File: src/rtl/ftb_pkg.sv
package ftb_pkg;
  localparam int NUM_TMR   = 5;
  localparam int NUM_FLAGS = 3;
  localparam int FIRST_FLAG_TMR = NUM_TMR - NUM_FLAGS;

  typedef enum logic [3:0] {
    RA_DBN    = 4'd5,
    RA_FLAGS  = 4'd6,
    RA_CLK_HI = 4'd7,
    RA_CLK_MD = 4'd8,
    RA_CLK_LO = 4'd9
  } reg_addr_e;
endpackage

File: src/rtl/ftb_countdown.sv
module ftb_countdown #(
  parameter int W = 16
) (
  input  logic         clk,
  input  logic         rst_n,
  input  logic         dec_en,
  input  logic         load,
  input  logic [W-1:0] load_val,
  output logic [W-1:0] count,
  output logic         hit
);
  assign hit = dec_en && !load && (count == W'(1));

  always_ff @(posedge clk or negedge rst_n) begin
    if (!rst_n)                     count <= '0;
    else if (load)                  count <= load_val;
    else if (dec_en && count != '0) count <= count - W'(1);
  end


  zero_hold_chk: assert property (@(posedge clk) disable iff (!rst_n)
    (count == '0 && !load) |=> count == '0);

  dec_step_chk: assert property (@(posedge clk) disable iff (!rst_n)
    (dec_en && !load && count != '0) |=> count == $past(count) - W'(1));

  idle_hold_chk: assert property (@(posedge clk) disable iff (!rst_n)
    (!dec_en && !load) |=> $stable(count));

  load_take_chk: assert property (@(posedge clk) disable iff (!rst_n)
    load |=> count == $past(load_val));
endmodule

File: src/rtl/ftb_rtc.sv
module ftb_rtc (
  input  logic        clk,
  input  logic        rst_n,
  input  logic        tick,
  input  logic        stage_hi,
  input  logic        stage_md,
  input  logic        commit,
  input  logic [7:0]  byte_in,
  output logic [23:0] value
);
  logic [7:0] hi_q, md_q;

  always_ff @(posedge clk or negedge rst_n) begin
    if (!rst_n) begin
      hi_q <= '0;
      md_q <= '0;
    end else begin
      if (stage_hi) hi_q <= byte_in;
      if (stage_md) md_q <= byte_in;
    end
  end

  always_ff @(posedge clk or negedge rst_n) begin
    if (!rst_n)      value <= '0;
    else if (commit) value <= {hi_q, md_q, byte_in};
    else if (tick)   value <= value + 24'd1;
  end


  rtc_inc_chk: assert property (@(posedge clk) disable iff (!rst_n)
    (tick && !commit) |=> value == $past(value) + 24'd1);

  rtc_hold_chk: assert property (@(posedge clk) disable iff (!rst_n)
    (!tick && !commit) |=> $stable(value));
endmodule

File: src/rtl/frame_timer_bank.sv
module frame_timer_bank
  import ftb_pkg::*;
#(
  parameter int TMR_W  = 16,
  parameter int DBN_W  = 8,
  parameter int DATA_W = 16,
  parameter int ADDR_W = 4
) (
  input  logic              clk,
  input  logic              rst_n,
  input  logic              frame_tick,
  input  logic              critical,
  input  logic              wr_en,
  input  logic [ADDR_W-1:0] wr_addr,
  input  logic [DATA_W-1:0] wr_data,
  input  logic              rd_en,
  input  logic [ADDR_W-1:0] rd_addr,
  output logic [DATA_W-1:0] rd_data,
  output logic              t1_expired,
  output logic              t2_expired,
  output logic [NUM_FLAGS-1:0] flags_out
);
  localparam int CLK_W = 24;

  logic             stage2;
  logic [TMR_W-1:0] cnt [NUM_TMR];
  logic [NUM_TMR-1:0] ld, hit;
  logic [NUM_FLAGS-1:0] flag_q;
  logic [DBN_W-1:0] dbn_q;
  logic [CLK_W-1:0] rtc;
  logic [15:0]      snap_q;
  logic             wr_flags, ld_dbn;

  assign stage2   = frame_tick && !critical;
  assign wr_flags = wr_en && (wr_addr == RA_FLAGS);
  assign ld_dbn   = wr_en && (wr_addr == RA_DBN);

  for (genvar i = 0; i < NUM_TMR; i++) begin : g_tmr
    logic dec_en;
    assign ld[i]  = wr_en && (wr_addr == ADDR_W'(i));
    assign dec_en = (i == 0) ? frame_tick : stage2;
    ftb_countdown #(.W(TMR_W)) u_cd (
      .clk(clk), .rst_n(rst_n), .dec_en(dec_en), .load(ld[i]),
      .load_val(wr_data[TMR_W-1:0]), .count(cnt[i]), .hit(hit[i])
    );
  end

  for (genvar j = 0; j < NUM_FLAGS; j++) begin : g_flag
    localparam int TI = FIRST_FLAG_TMR + j;
    always_ff @(posedge clk or negedge rst_n) begin
      if (!rst_n)                                  flag_q[j] <= 1'b0;
      else if (hit[TI])                            flag_q[j] <= 1'b1;
      else if (ld[TI] && wr_data[TMR_W-1:0] != '0) flag_q[j] <= 1'b0;
      else if (wr_flags && !wr_data[j])            flag_q[j] <= 1'b0;
    end

    flag_sticky_chk: assert property (@(posedge clk) disable iff (!rst_n)
      (flag_q[j] && !ld[TI] && !wr_flags) |=> flag_q[j]);

    flag_set_chk: assert property (@(posedge clk) disable iff (!rst_n)
      hit[TI] |=> flag_q[j]);
  end
  assign flags_out = flag_q;

  always_ff @(posedge clk or negedge rst_n) begin
    if (!rst_n) begin
      t1_expired <= 1'b0;
      t2_expired <= 1'b0;
    end else begin
      t1_expired <= hit[0];
      t2_expired <= hit[1];
    end
  end

  always_ff @(posedge clk or negedge rst_n) begin
    if (!rst_n)                      dbn_q <= '0;
    else if (ld_dbn)                 dbn_q <= wr_data[DBN_W-1:0];
    else if (stage2 && dbn_q != '0)  dbn_q <= dbn_q - DBN_W'(1);
  end

  ftb_rtc u_rtc (
    .clk(clk), .rst_n(rst_n), .tick(frame_tick),
    .stage_hi(wr_en && wr_addr == RA_CLK_HI),
    .stage_md(wr_en && wr_addr == RA_CLK_MD),
    .commit(wr_en && wr_addr == RA_CLK_LO),
    .byte_in(wr_data[7:0]), .value(rtc)
  );

  logic [DATA_W-1:0] tmr_sel;
  always_comb begin
    tmr_sel = '0;
    for (int k = 0; k < NUM_TMR; k++)
      if (rd_addr == ADDR_W'(k)) tmr_sel = DATA_W'(cnt[k]);
  end

  always_ff @(posedge clk or negedge rst_n) begin
    if (!rst_n) begin
      rd_data <= '0;
      snap_q  <= '0;
    end else if (rd_en) begin
      case (rd_addr)
        RA_DBN:    rd_data <= DATA_W'(dbn_q);
        RA_FLAGS:  rd_data <= DATA_W'(flag_q);
        RA_CLK_HI: begin
          rd_data <= DATA_W'(rtc[23:16]);
          snap_q  <= rtc[15:0];
        end
        RA_CLK_MD: rd_data <= DATA_W'(snap_q[15:8]);
        RA_CLK_LO: rd_data <= DATA_W'(snap_q[7:0]);
        default:   rd_data <= tmr_sel;
      endcase
    end
  end


  t1_pulse_chk: assert property (@(posedge clk) disable iff (!rst_n)
    t1_expired |=> !t1_expired);

  t2_pulse_chk: assert property (@(posedge clk) disable iff (!rst_n)
    t2_expired |=> !t2_expired);

  dbn_floor_chk: assert property (@(posedge clk) disable iff (!rst_n)
    (dbn_q == '0 && !ld_dbn) |=> dbn_q == '0);

  dbn_crit_chk: assert property (@(posedge clk) disable iff (!rst_n)
    (!stage2 && !ld_dbn) |=> $stable(dbn_q));
endmodule

File: config.mk
export PLATFORM = sky130hd
export DESIGN_NAME = frame_timer_bank
export DESIGN_NICKNAME = d
export VERILOG_FILES = /design/src/rtl/ftb_pkg.sv /design/src/rtl/ftb_countdown.sv /design/src/rtl/ftb_rtc.sv /design/src/rtl/frame_timer_bank.sv
export SDC_FILE = /design/constraint.sdc
export NUM_CORES = 1
export LEC_CHECK = 0
export BUFFER_PORTS_ARGS = -buffer_cell sky130_fd_sc_hd__buf_2
export CAP_MARGIN = 20
export CELL_PAD_IN_SITES_DETAIL_PLACEMENT = 0
export CELL_PAD_IN_SITES_GLOBAL_PLACEMENT = 1
export CORE_MARGIN = 5
export CORE_UTILIZATION = 52
export DETAILED_ROUTE_END_ITERATION = 12
export GPL_ROUTABILITY_DRIVEN = 0
export PLACE_DENSITY_LB_ADDON = 0.1
export SLEW_MARGIN = 20
export SYNTH_ARGS = -nofsm -noshare
export SYNTH_HDL_FRONTEND = slang
export SYNTH_SLANG_ARGS = --single-unit
File: constraint.sdc
create_clock -name clk -period 3.2 [get_ports clk]
set_input_delay 0.64 -clock clk [delete_from_list [all_inputs] [get_ports clk]]
set_output_delay 0.64 -clock clk [all_outputs]
set_load 0.1 [all_outputs]
Yosys cells after proc, flatten, opt, wreduce, memory -nomap -nowiden
Cells that the tools add are included.
{"block": "op_classes", "addsub": 7, "n_eq_ne": 23, "n_mux": 29, "reduce_logical": 62}
{"operator": "$mux W16", "count": 15}
{"operator": "$reduce_bool A16 Y1", "count": 6}
{"operator": "$eq A16 B1 Y1 const B", "count": 5}
{"operator": "$pmux W16 S5", "count": 1}
{"operator": "$sub A16 B1 Y16 const B", "count": 5}
{"operator": "$mux W24", "count": 2}
{"operator": "$logic_and A1 B1 Y1", "count": 33}
{"operator": "$eq A4 B3 Y1 const B", "count": 8}
{"operator": "$add A24 B1 Y24 const B", "count": 1}
{"operator": "$eq A4 B2 Y1 const B", "count": 4}
{"operator": "$eq A4 B4 Y1 const B", "count": 4}
{"operator": "$mux W8", "count": 2}
{"operator": "$reduce_bool A2 Y1", "count": 7}
{"operator": "$logic_not A1 Y1", "count": 9}
{"operator": "$mux W1", "count": 9}
{"operator": "$reduce_bool A3 Y1", "count": 3}
{"operator": "$eq A4 B1 Y1 const B", "count": 2}
{"operator": "$logic_not A4 Y1", "count": 2}
{"operator": "$reduce_bool A8 Y1", "count": 1}
{"operator": "$sub A8 B1 Y8 const B", "count": 1}
{"operator": "$reduce_and A2 Y1", "count": 1}
{"block": "totals", "register_bits": 165, "inputBits": 30, "out_inout_bits": 21}

Logic depth before layout (Yosys ltp)
Gate-level depths: netlist of run 1.
{"block": "logic_depth", "ltp_word": 7, "ltp_mapped": 7, "mapped_depth_nobuf": 7}

By module
From an unflattened synthesis of run 1, not the netlist that was laid out.
{"block": "hier_totals", "cells_unflattened": 1076, "area_unflattened_um2": 10133.5}
{"mod": "ftb_countdown (g_tmr[0].u_cd ...)", "instances": 4, "cells_each": 121, "area_each_um2": 1067.3, "seq_area_each_um2": 400.4}
{"mod": "frame_timer_bank", "instances": 1, "cells_each": 281, "area_each_um2": 2871.5, "seq_area_each_um2": 1126.1}
{"mod": "ftb_rtc", "instances": 1, "cells_each": 190, "area_each_um2": 1959.4, "seq_area_each_um2": 1001.0}
{"mod": "ftb_countdown (g_tmr[4].u_cd)", "instances": 1, "cells_each": 121, "area_each_um2": 1033.5, "seq_area_each_um2": 400.4}

Least setup slack after synthesis of run 1
OpenSTA, ideal clock, no wires.
{"block": "synth_path", "path_kind": "input port to flip-flop", "startpoint": "input port rd_addr[1]", "endpoint": "register rd_data[10]", "setup_ns": 0.137, "t_arrival_ns": 2.110, "t_required_ns": 3.063, "setup_slack_ns": 0.953, "cell_stages": 6, "path_buffers": 3, "path_cell_list": "clkbuf_1 clkbuf_1 buf_1 mux4_2 a22oi_1 o22ai_1"}
{"block": "synth_via", "elab_chain_len": 7, "elab_cells_between_ends": 16}
{"item": "start: declaration", "line_no": "frame_timer_bank.sv:17", "rtl": "input logic [ADDR_W-1:0] rd_addr,"}
{"item": "$logic_not A4 Y1", "line_no": "frame_timer_bank.sv:93", "rtl": "if (rd_addr == ADDR_W'(k)) tmr_sel = DATA_W'(cnt[k]);"}
{"item": "$mux W16 (5 in series)", "line_no": "frame_timer_bank.sv:93"}
{"item": "$pmux W16 S5 *", "line_no": "frame_timer_bank.sv:101", "rtl": "case (rd_addr)"}
{"item": "end signal: assignment", "line_no": "frame_timer_bank.sv:102", "rtl": "RA_DBN: rd_data <= DATA_W'(dbn_q);"}
{"item": "end signal: assignment", "line_no": "frame_timer_bank.sv:103", "rtl": "RA_FLAGS: rd_data <= DATA_W'(flag_q);"}
{"item": "end signal: assignment", "line_no": "frame_timer_bank.sv:105", "rtl": "rd_data <= DATA_W'(rtc[23:16]);"}
{"item": "end: declaration", "line_no": "frame_timer_bank.sv:18", "rtl": "output logic [DATA_W-1:0] rd_data,"}
Mark *: on every way between the ends. The rest lies on a longest branch, timed or not.
A chain may end at the register's enable or synchronous reset.

Final worst setup path of run 1
{"block": "layout_path", "startpoint": "register g_tmr[2].u_cd.count[4]", "endpoint": "register g_tmr[2].u_cd.count[1]"}
{"block": "layout_via", "elab_chain_len": 3}
{"item": "start: declaration", "line_no": "ftb_countdown.sv:9", "rtl": "output logic [W-1:0] count,"}
{"item": "start signal: assignment", "line_no": "ftb_countdown.sv:16", "rtl": "else if (load) count <= load_val;"}
{"item": "start signal: assignment", "line_no": "ftb_countdown.sv:17", "rtl": "else if (dec_en && count != '0) count <= count - W'(1);"}
{"item": "$reduce_bool A16 Y1", "line_no": "ftb_countdown.sv:17"}
{"item": "$logic_and A1 B1 Y1", "line_no": "ftb_countdown.sv:17"}
{"item": "$reduce_bool A2 Y1 (no line)"}
No other way between the ends.

==> impl_metrics.py, run 1 <==
metrics = {
    "global_routing": {
        "antenna_found_initial": 0,
        "grt_util_all_layers_pct": 26.6,
        "overflow": 0,
        "first_global_vias": 7632,
        "grt_first_pass_wirelength_mm": 44.5,
        "grt_max_degree": 67,
    },
    "placement": {
        "place_ws_ps": 608,
        "dp_hpwl_mm": 20.6,
        "placed_cells": 1274,
        "portBuffers": 50,
    },
    "synth": {
        "syn-instance-count": 1018,
        "synth_compound_area_share_pct": 14.1,
        "syn-cell-area_sq_mm": 0.00958,
        "ys.warnings.count": 0,
        "synthArstFlopShare_pct": 100,
        "synth_top_family_by_area": "simple AND/OR/NAND/NOR gates",
        "synth_xor_area_share_pct": 6.68,
        "yosys.area_share.adder_pct": 1.70,
        "muxShareOfSynthArea_pct": 9.83,
        "netlist.top_cell.by_area": "dfrtp_1",
        "synth_top_cell_area_share_pct": 43.1,
        "yosys_register_bits": 165,
        "postSynthAreaPerCell_sq_um": 9.41,
        "ys_seq_area_share_pct": 43.1,
        "synth-simple-area-share_pct": 21.4,
        "synth_edf_count": 0,
        "synth_top_flop_cell": "dfrtp_1",
        "ys_types": 69,
        "synth_area_leaders": "dfrtp_1 43%, nand2_1 5.0%, mux2_2 4.4%",
        "syn_nets": 1061,
    },
    "route": {
        "first_pass_iters": 5,
        "drt_wl_total_mm": 28.2,
        "vias": 8143,
        "vias_per_cell": 6.24,
        "post_drt_wl_per_cell_microns": 21.6,
        "drtIter0Drc": 858,
        "drc_errors": 0,
        "postRouteAntennaNets": 0,
    },
    "power": {
        "comb_power_share_pct": 30.5,
        "powerDensity_mw_per_mm2": 800,
        "ir_drop_v": 0.000746,
        "p_sw_share_pct": 39.8,
        "p_int_mw": 5.18,
        "sequentialPowerShare_pct": 44.9,
        "clkPwrFrac_pct": 24.6,
        "leakage_nw": 4.36,
        "p_switching_mw": 3.42,
    },
    "clocking": {
        "cts_made_buffers": 17,
        "clock_path_buffers": 2,
        "cts_hold_buf": 0,
        "cts_sinks": 165,
        "cts_root_buf": "clkbuf_16",
        "postCtsSetupRepairBufs": 0,
        "tritoncts": "done",
        "cts.clk_slew.worst_paths_ps": 70,
        "clock_latency_ps": 430,
        "postCtsResizedCells": 0,
        "htree_levels": 4,
    },
    "finish": {
        "final_common_cell": "dfrtp_1",
        "nets": 1107,
        "antenna_cells": 0,
        "drive_gt1_share_pct": 17.2,
        "fin_cells": 1306,
        "final_cell_mix": "165 x dfrtp_1, 128 x nand2_1, 85 x nor2_1",
        "area_growth_pct": 12.2,
    },
    "floorplanning": {
        "num_rows": 49,
        "die_w_microns": 146,
        "start_util_pct": 53.1,
        "core_area_sq_mm": 0.0180,
        "die_h_microns": 146,
        "dieArea_sq_mm": 0.0212,
        "io_pins": 51,
    },
    "critical_path": {
        "worstPathRequired_ps": 3510,
        "worstSetupEndpointType": "flop",
        "path_class": "flop to flop",
        "cp_max_fo": 10,
        "crit_arrival_ps": 2710,
        "worst_setup_path_start_kind": "flop",
    },
    "timing": {
        "period_share_pct": 74.8,
        "clock_skew_ps": 10.2,
        "relSlewSlack_pct": 45.3,
        "timing.final.max_slew_violations": 0,
        "fin_ws_ps": 805,
        "worst_slew_pin_slew_ps": 809,
        "final.min_clock_period_ps": 2400,
        "setup_viol": 0,
        "tns_ps": 0,
        "max_freq_mhz": 418,
        "hold_viol_final": 0,
        "rsz0062_at_grt": "false",
    },
    "flow_run": {
        "drv_cap": 0,
    },
    "hold_path": {
        "holdCritPathClass": "input pin to asynchronous set/reset pin",
    },
    "run_status": {
        "status": "completed",
    },
}
power by group through the flow:
stage	clock, mW	sequential, mW	combinational (mW)
detailed placement	0	3.84	2.60
global placement	0	3.84	2.55
floorplan	0	3.74	1.77
global route	2.23	3.96	2.90
CTS	2.14	3.81	2.61
finish	2.11	3.86	2.62
metrics by stage:
stage	total power [mW]	hold WS [ps]	cell area [sq um]	util, %
2_1_floorplan	5.51	344	9580	-
3_3_place_gp	6.39	452	10100	56.3
3_5_place_dp	6.44	463	10100	56.3
4_1_cts	8.56	225	10700	59.6
5_1_grt	9.09	231	10700	59.6
6_report	8.60	196	10700	59.6
layout make-up:
class                           instances  area [sq um]
Fill cell                            1633          7280
Multi-Input combinational cell        777          5150
Sequential cell                       165          4130
Timing Repair Buffer                   80           494
Clock buffer                           19           453
Tap cell                              229           287
Clock inverter                         13           148
Inverter                               23          86.3
worst paths after layout:
kind	startpoint	end	slack [ps]	cells after the start
worst max register to register	g_tmr[2].u_cd.count[4]$_DFFE_PN0P_	g_tmr[2].u_cd.count[1]$_DFFE_PN0P_	800	5
max in group asynchronous	rst_n	t1_expired$_DFF_PN0_	2220	2
min in group clk	u_rtc.hi_q[3]$_DFFE_PN0P_	u_rtc.value[19]$_DFFE_PN0P_	480	2
worst max-delay path	g_tmr[2].u_cd.count[4]$_DFFE_PN0P_	g_tmr[2].u_cd.count[1]$_DFFE_PN0P_	800	5
worst min-delay path	rst_n	g_tmr[2].u_cd.count[14]$_DFFE_PN0P_	200	1
worst min register to register	u_rtc.hi_q[3]$_DFFE_PN0P_	u_rtc.value[19]$_DFFE_PN0P_	480	2
critical path, cell delays in order (launching register included):
cell and delay, ps:
dfrtp_1 470, or4_4 610, or3_1 600, o21ai_4 240, mux2i_1 100, mux2_4 250
metal layers:
| layer | share of wire (%) | up-vias | global-route usage (%) |
|---|---|---|---|
| li1 | - | 3796 | - |
| met1 | 47 | 4014 | 40.7 |
| met2 | 44 | 291 | 38.8 |
| met3 | 7.1 | 42 | 5.42 |
| met4 | 1.6 | 0 | 6.34 |
| met5 | 0 | - | 0 |
synthesized netlist by cell type (all sizes together), types with 22 or more instances:
cell and instances:
mux2 38, nor3 26, nor2 85, nand3 36, xnor2 30, a21oi 35
o21ai 80, xor2 43, nor4 22, inv 23, nand2 128, dfrtp 165
clkbuf 41
flip-flops by register name, summed over array words and instances (netlist names):
signal and count:
g_tmr.u_cd.count 80, dbn_q 8, flags_out 3, snap_q 16
u_rtc.hi_q 8, t2_expired 1, u_rtc.md_q 8, t1_expired 1
u_rtc.value 24, rd_data 16
cell families after synthesis:
family | Yosys count
muxes | 71
AOI/OAI and AO/OA | 216
buffers and inverters | 76
DFF | 165
and+or+nand+nor | 404
adders and majority gates | 13
xor gates and xnor gates | 73
Power figures use the tool's default switching activity.
==> run 2: changes to the inputs <==
--- a/config.mk
+++ b/config.mk
@@ -10,7 +10,7 @@
 export CELL_PAD_IN_SITES_DETAIL_PLACEMENT = 0
 export CELL_PAD_IN_SITES_GLOBAL_PLACEMENT = 1
 export CORE_MARGIN = 5
-export CORE_UTILIZATION = 52
+export CORE_UTILIZATION = 44
 export DETAILED_ROUTE_END_ITERATION = 12
 export GPL_ROUTABILITY_DRIVEN = 0
 export PLACE_DENSITY_LB_ADDON = 0.1
==> constraint.sdc (replaced) <==
create_clock -name clk -period 2.2 [get_ports clk]
set_input_delay 0.44 -clock clk [delete_from_list [all_inputs] [get_ports clk]]
set_output_delay 0.44 -clock clk [all_outputs]
set_load 0.1 [all_outputs]
==> run 2 against run 1 <==
Sequential share of layout area fell by 2.2 points. Clock power rose by 40%. Power rose by 49%. Non-clock buffer count rose by 69. Clock-buffer cell count fell by 1. Global-route usage fell by 1.6 points. Final area rose by 6.0%. Largest cell class unchanged. Routed wire length rose by 8.0%. Combinational power rose by 71%. Hold slack improved by 130 ps. Maximum frequency rose by 13%. Via count rose by 1.9%.
==> impl_metrics.py, run 2 (synthesis gave the netlist of run 1 again) <==
metrics = {
    "finish": {
        "final_common_cell": "dfrtp_1",
        "regMostFlops": "g_tmr.u_cd.count",
        "multi_input_area_sq_mm": 0.00519,
        "drive_gt1_share_pct": 22.5,
        "fin_area_sq_mm": 0.0114,
        "largest_register_ffs": 80,
        "fin_cells": 1426,
        "final_cell_mix": "165 x dfrtp_1, 128 x nand2_1, 93 x buf_4",
        "fillCellCount": 2025,
        "area_growth_pct": 19.0,
        "top_regs": "g_tmr.u_cd.count: 80 flops, u_rtc.value: 24 flops",
        "register_area_sq_mm": 0.00413,
        "antenna_cells": 0,
        "nets": 1176,
    },
    "floorplanning": {
        "num_rows": 54,
        "die_h_microns": 158,
        "dieArea_sq_mm": 0.0248,
        "core_area_sq_mm": 0.0216,
        "start_util_pct": 44.3,
        "io_pins": 51,
        "die_w_microns": 158,
    },
    "timing": {
        "hold_viol_final": 0,
        "rsz0062_at_grt": "true",
        "clock_skew_ps": 10.1,
        "period_share_pct": 96.6,
        "worst_slew_pin_slew_ps": 560,
        "timing.final.max_slew_violations": 0,
        "setup_viol": 0,
        "final.min_clock_period_ps": 2130,
        "max_freq_mhz": 471,
        "relSlewSlack_pct": 62.4,
    },
    "critical_path": {
        "worst_setup_path_start_kind": "flop",
        "cp_slowest_cell": "or4_4",
        "crit_arrival_ps": 2410,
        "slowest_delay_ps": 580,
        "crit_family": "simple AND/OR/NAND/NOR gates",
        "worstPathRequired_ps": 2480,
        "cp_num_buf_inv": 0,
        "path_class": "flop to flop",
        "worstSetupEndpointType": "flop",
        "critical_path.cell_chain": "or4_4, or2_1, or3_4, o31ai_4, a31oi_1",
        "cp_max_fo": 6,
    },
    "placement": {
        "placed_cells": 1394,
        "portBuffers": 50,
        "dp_hpwl_mm": 22.7,
        "dpl-instance-area_sq_mm": 0.0108,
    },
    "global_routing": {
        "grt_util_all_layers_pct": 25.0,
        "grt_first_pass_wirelength_mm": 46.9,
        "overflow": 0,
        "grt-busiest-layer": "met1",
        "grtUsageMet2_pct": 35.5,
        "antenna_found_initial": 1,
        "grt_max_degree": 68,
        "first_global_vias": 7988,
        "grt_use_met3_pct": 4.76,
        "use_met1_pct": 38.4,
    },
    "route": {
        "vias_per_cell": 5.82,
        "post_drt_wl_per_cell_microns": 21.3,
        "first_pass_iters": 5,
        "drc_errors": 0,
        "drt_wl_total_mm": 30.4,
        "vias": 8296,
        "postRouteAntennaNets": 0,
        "drtIter0Drc": 693,
    },
    "power": {
        "powerDensity_mw_per_mm2": 1130,
        "leakage_nw": 4.72,
        "ir_drop_v": 0.000502,
    },
    "clocking": {
        "tritoncts": "done",
        "cts_root_buf": "clkbuf_16",
        "clock_latency_ps": 430,
        "cts.clk_slew.worst_paths_ps": 70,
        "cts_sinks": 165,
        "cts_made_buffers": 17,
        "clock_path_buffers": 2,
        "htree_levels": 4,
    },
    "run_status": {
        "status": "completed",
    },
    "flow_run": {
        "drv_cap": 0,
    },
    "hold_path": {
        "holdCritPathClass": "input pin to flop",
    },
}
[run 2: cell types whose count changed in the layout (fill, tap and decap cells not counted), sizes merged]
cell	delta
buf	+68
bufinv	-1
clkbuf	-1
clkinvlp	-1
dlygate4sd3	+1
inv	+3
[run 2: worst register-to-register path, cell delays in order, from the launching register on]
cell	delay (ps)
dfrtp_1	380
or4_4	580
or2_1	260
or3_4	400
o31ai_4	240
a31oi_1	120
[run 2: power by group]
group          leakage, nW  total [mW]  switching, mW  internal, mW
Clock                0.276        2.95           1.35          1.60
Sequential            2.06        5.40           1.30          4.10
Combinational         2.39        4.49           2.48          2.01
Total                 4.72        12.8           5.13          7.71
[run 2: what timing repair did]
action / 4_1_cts / 5_1_grt
hold endpoints to repair: 39 / 0
pin swaps: 0 / 4
endpoints found under the setup margin: 1 / 4
hold buffers: 1 / 0
setup buffers: 0 / 0
gates resized for setup: 1 / 8
cloned: 0 / 0
[run 2: final cells by class]
cell class	count	share of cell area [%]
well taps	280	3.07
clock inverters	14	1.25
multi-input cells	777	45.6
inverters	23	0.758
repair buffers	149	9.35
clock buffers	18	3.77
flip-flops and latches	165	36.2
[run 2: routing by layer]
layer / routed length, microns / up-vias
met5: 0 / -
met4: 643 / 0
met3: 2200 / 41
met2: 12900 / 282
met1: 14700 / 4039
li1: - / 3934
[run 2: through the flow]
stage	utilization, %	power, mW	hold WS [ps]	TNS (ps)	worst slack [ps]
3_3_place_gp	49.8	9.77	386	-3.25	-3.25
3_5_place_dp	49.8	9.84	388	-26.8	-26.8
6_report	52.7	12.8	330	0	74.9
2_1_floorplan	-	8.02	144	0	55.4
5_1_grt	52.7	13.6	330	-2.14	-2.14
4_1_cts	52.6	12.9	316	0	43.7
[run 2: path summary, 6_finish.rpt]
kind / to / slack (ps) / cells after the start / start
worst max-delay path: g_tmr[2].u_cd.count[11]$_DFFE_PN0P_ / 70 / 5 / g_tmr[2].u_cd.count[4]$_DFFE_PN0P_
worst min-delay path: g_tmr[3].u_cd.count[12]$_DFFE_PN0P_ / 330 / 3 / wr_data[12]
worst max register to register: g_tmr[2].u_cd.count[11]$_DFFE_PN0P_ / 70 / 5 / g_tmr[2].u_cd.count[4]$_DFFE_PN0P_
worst min register to register: u_rtc.value[23]$_DFFE_PN0P_ / 470 / 2 / u_rtc.hi_q[7]$_DFFE_PN0P_
max in group asynchronous: g_tmr[3].u_cd.count[1]$_DFFE_PN0P_ / 970 / 3 / rst_n
min in group asynchronous: rd_data[14]$_DFFE_PN0P_ / 490 / 2 / rst_n
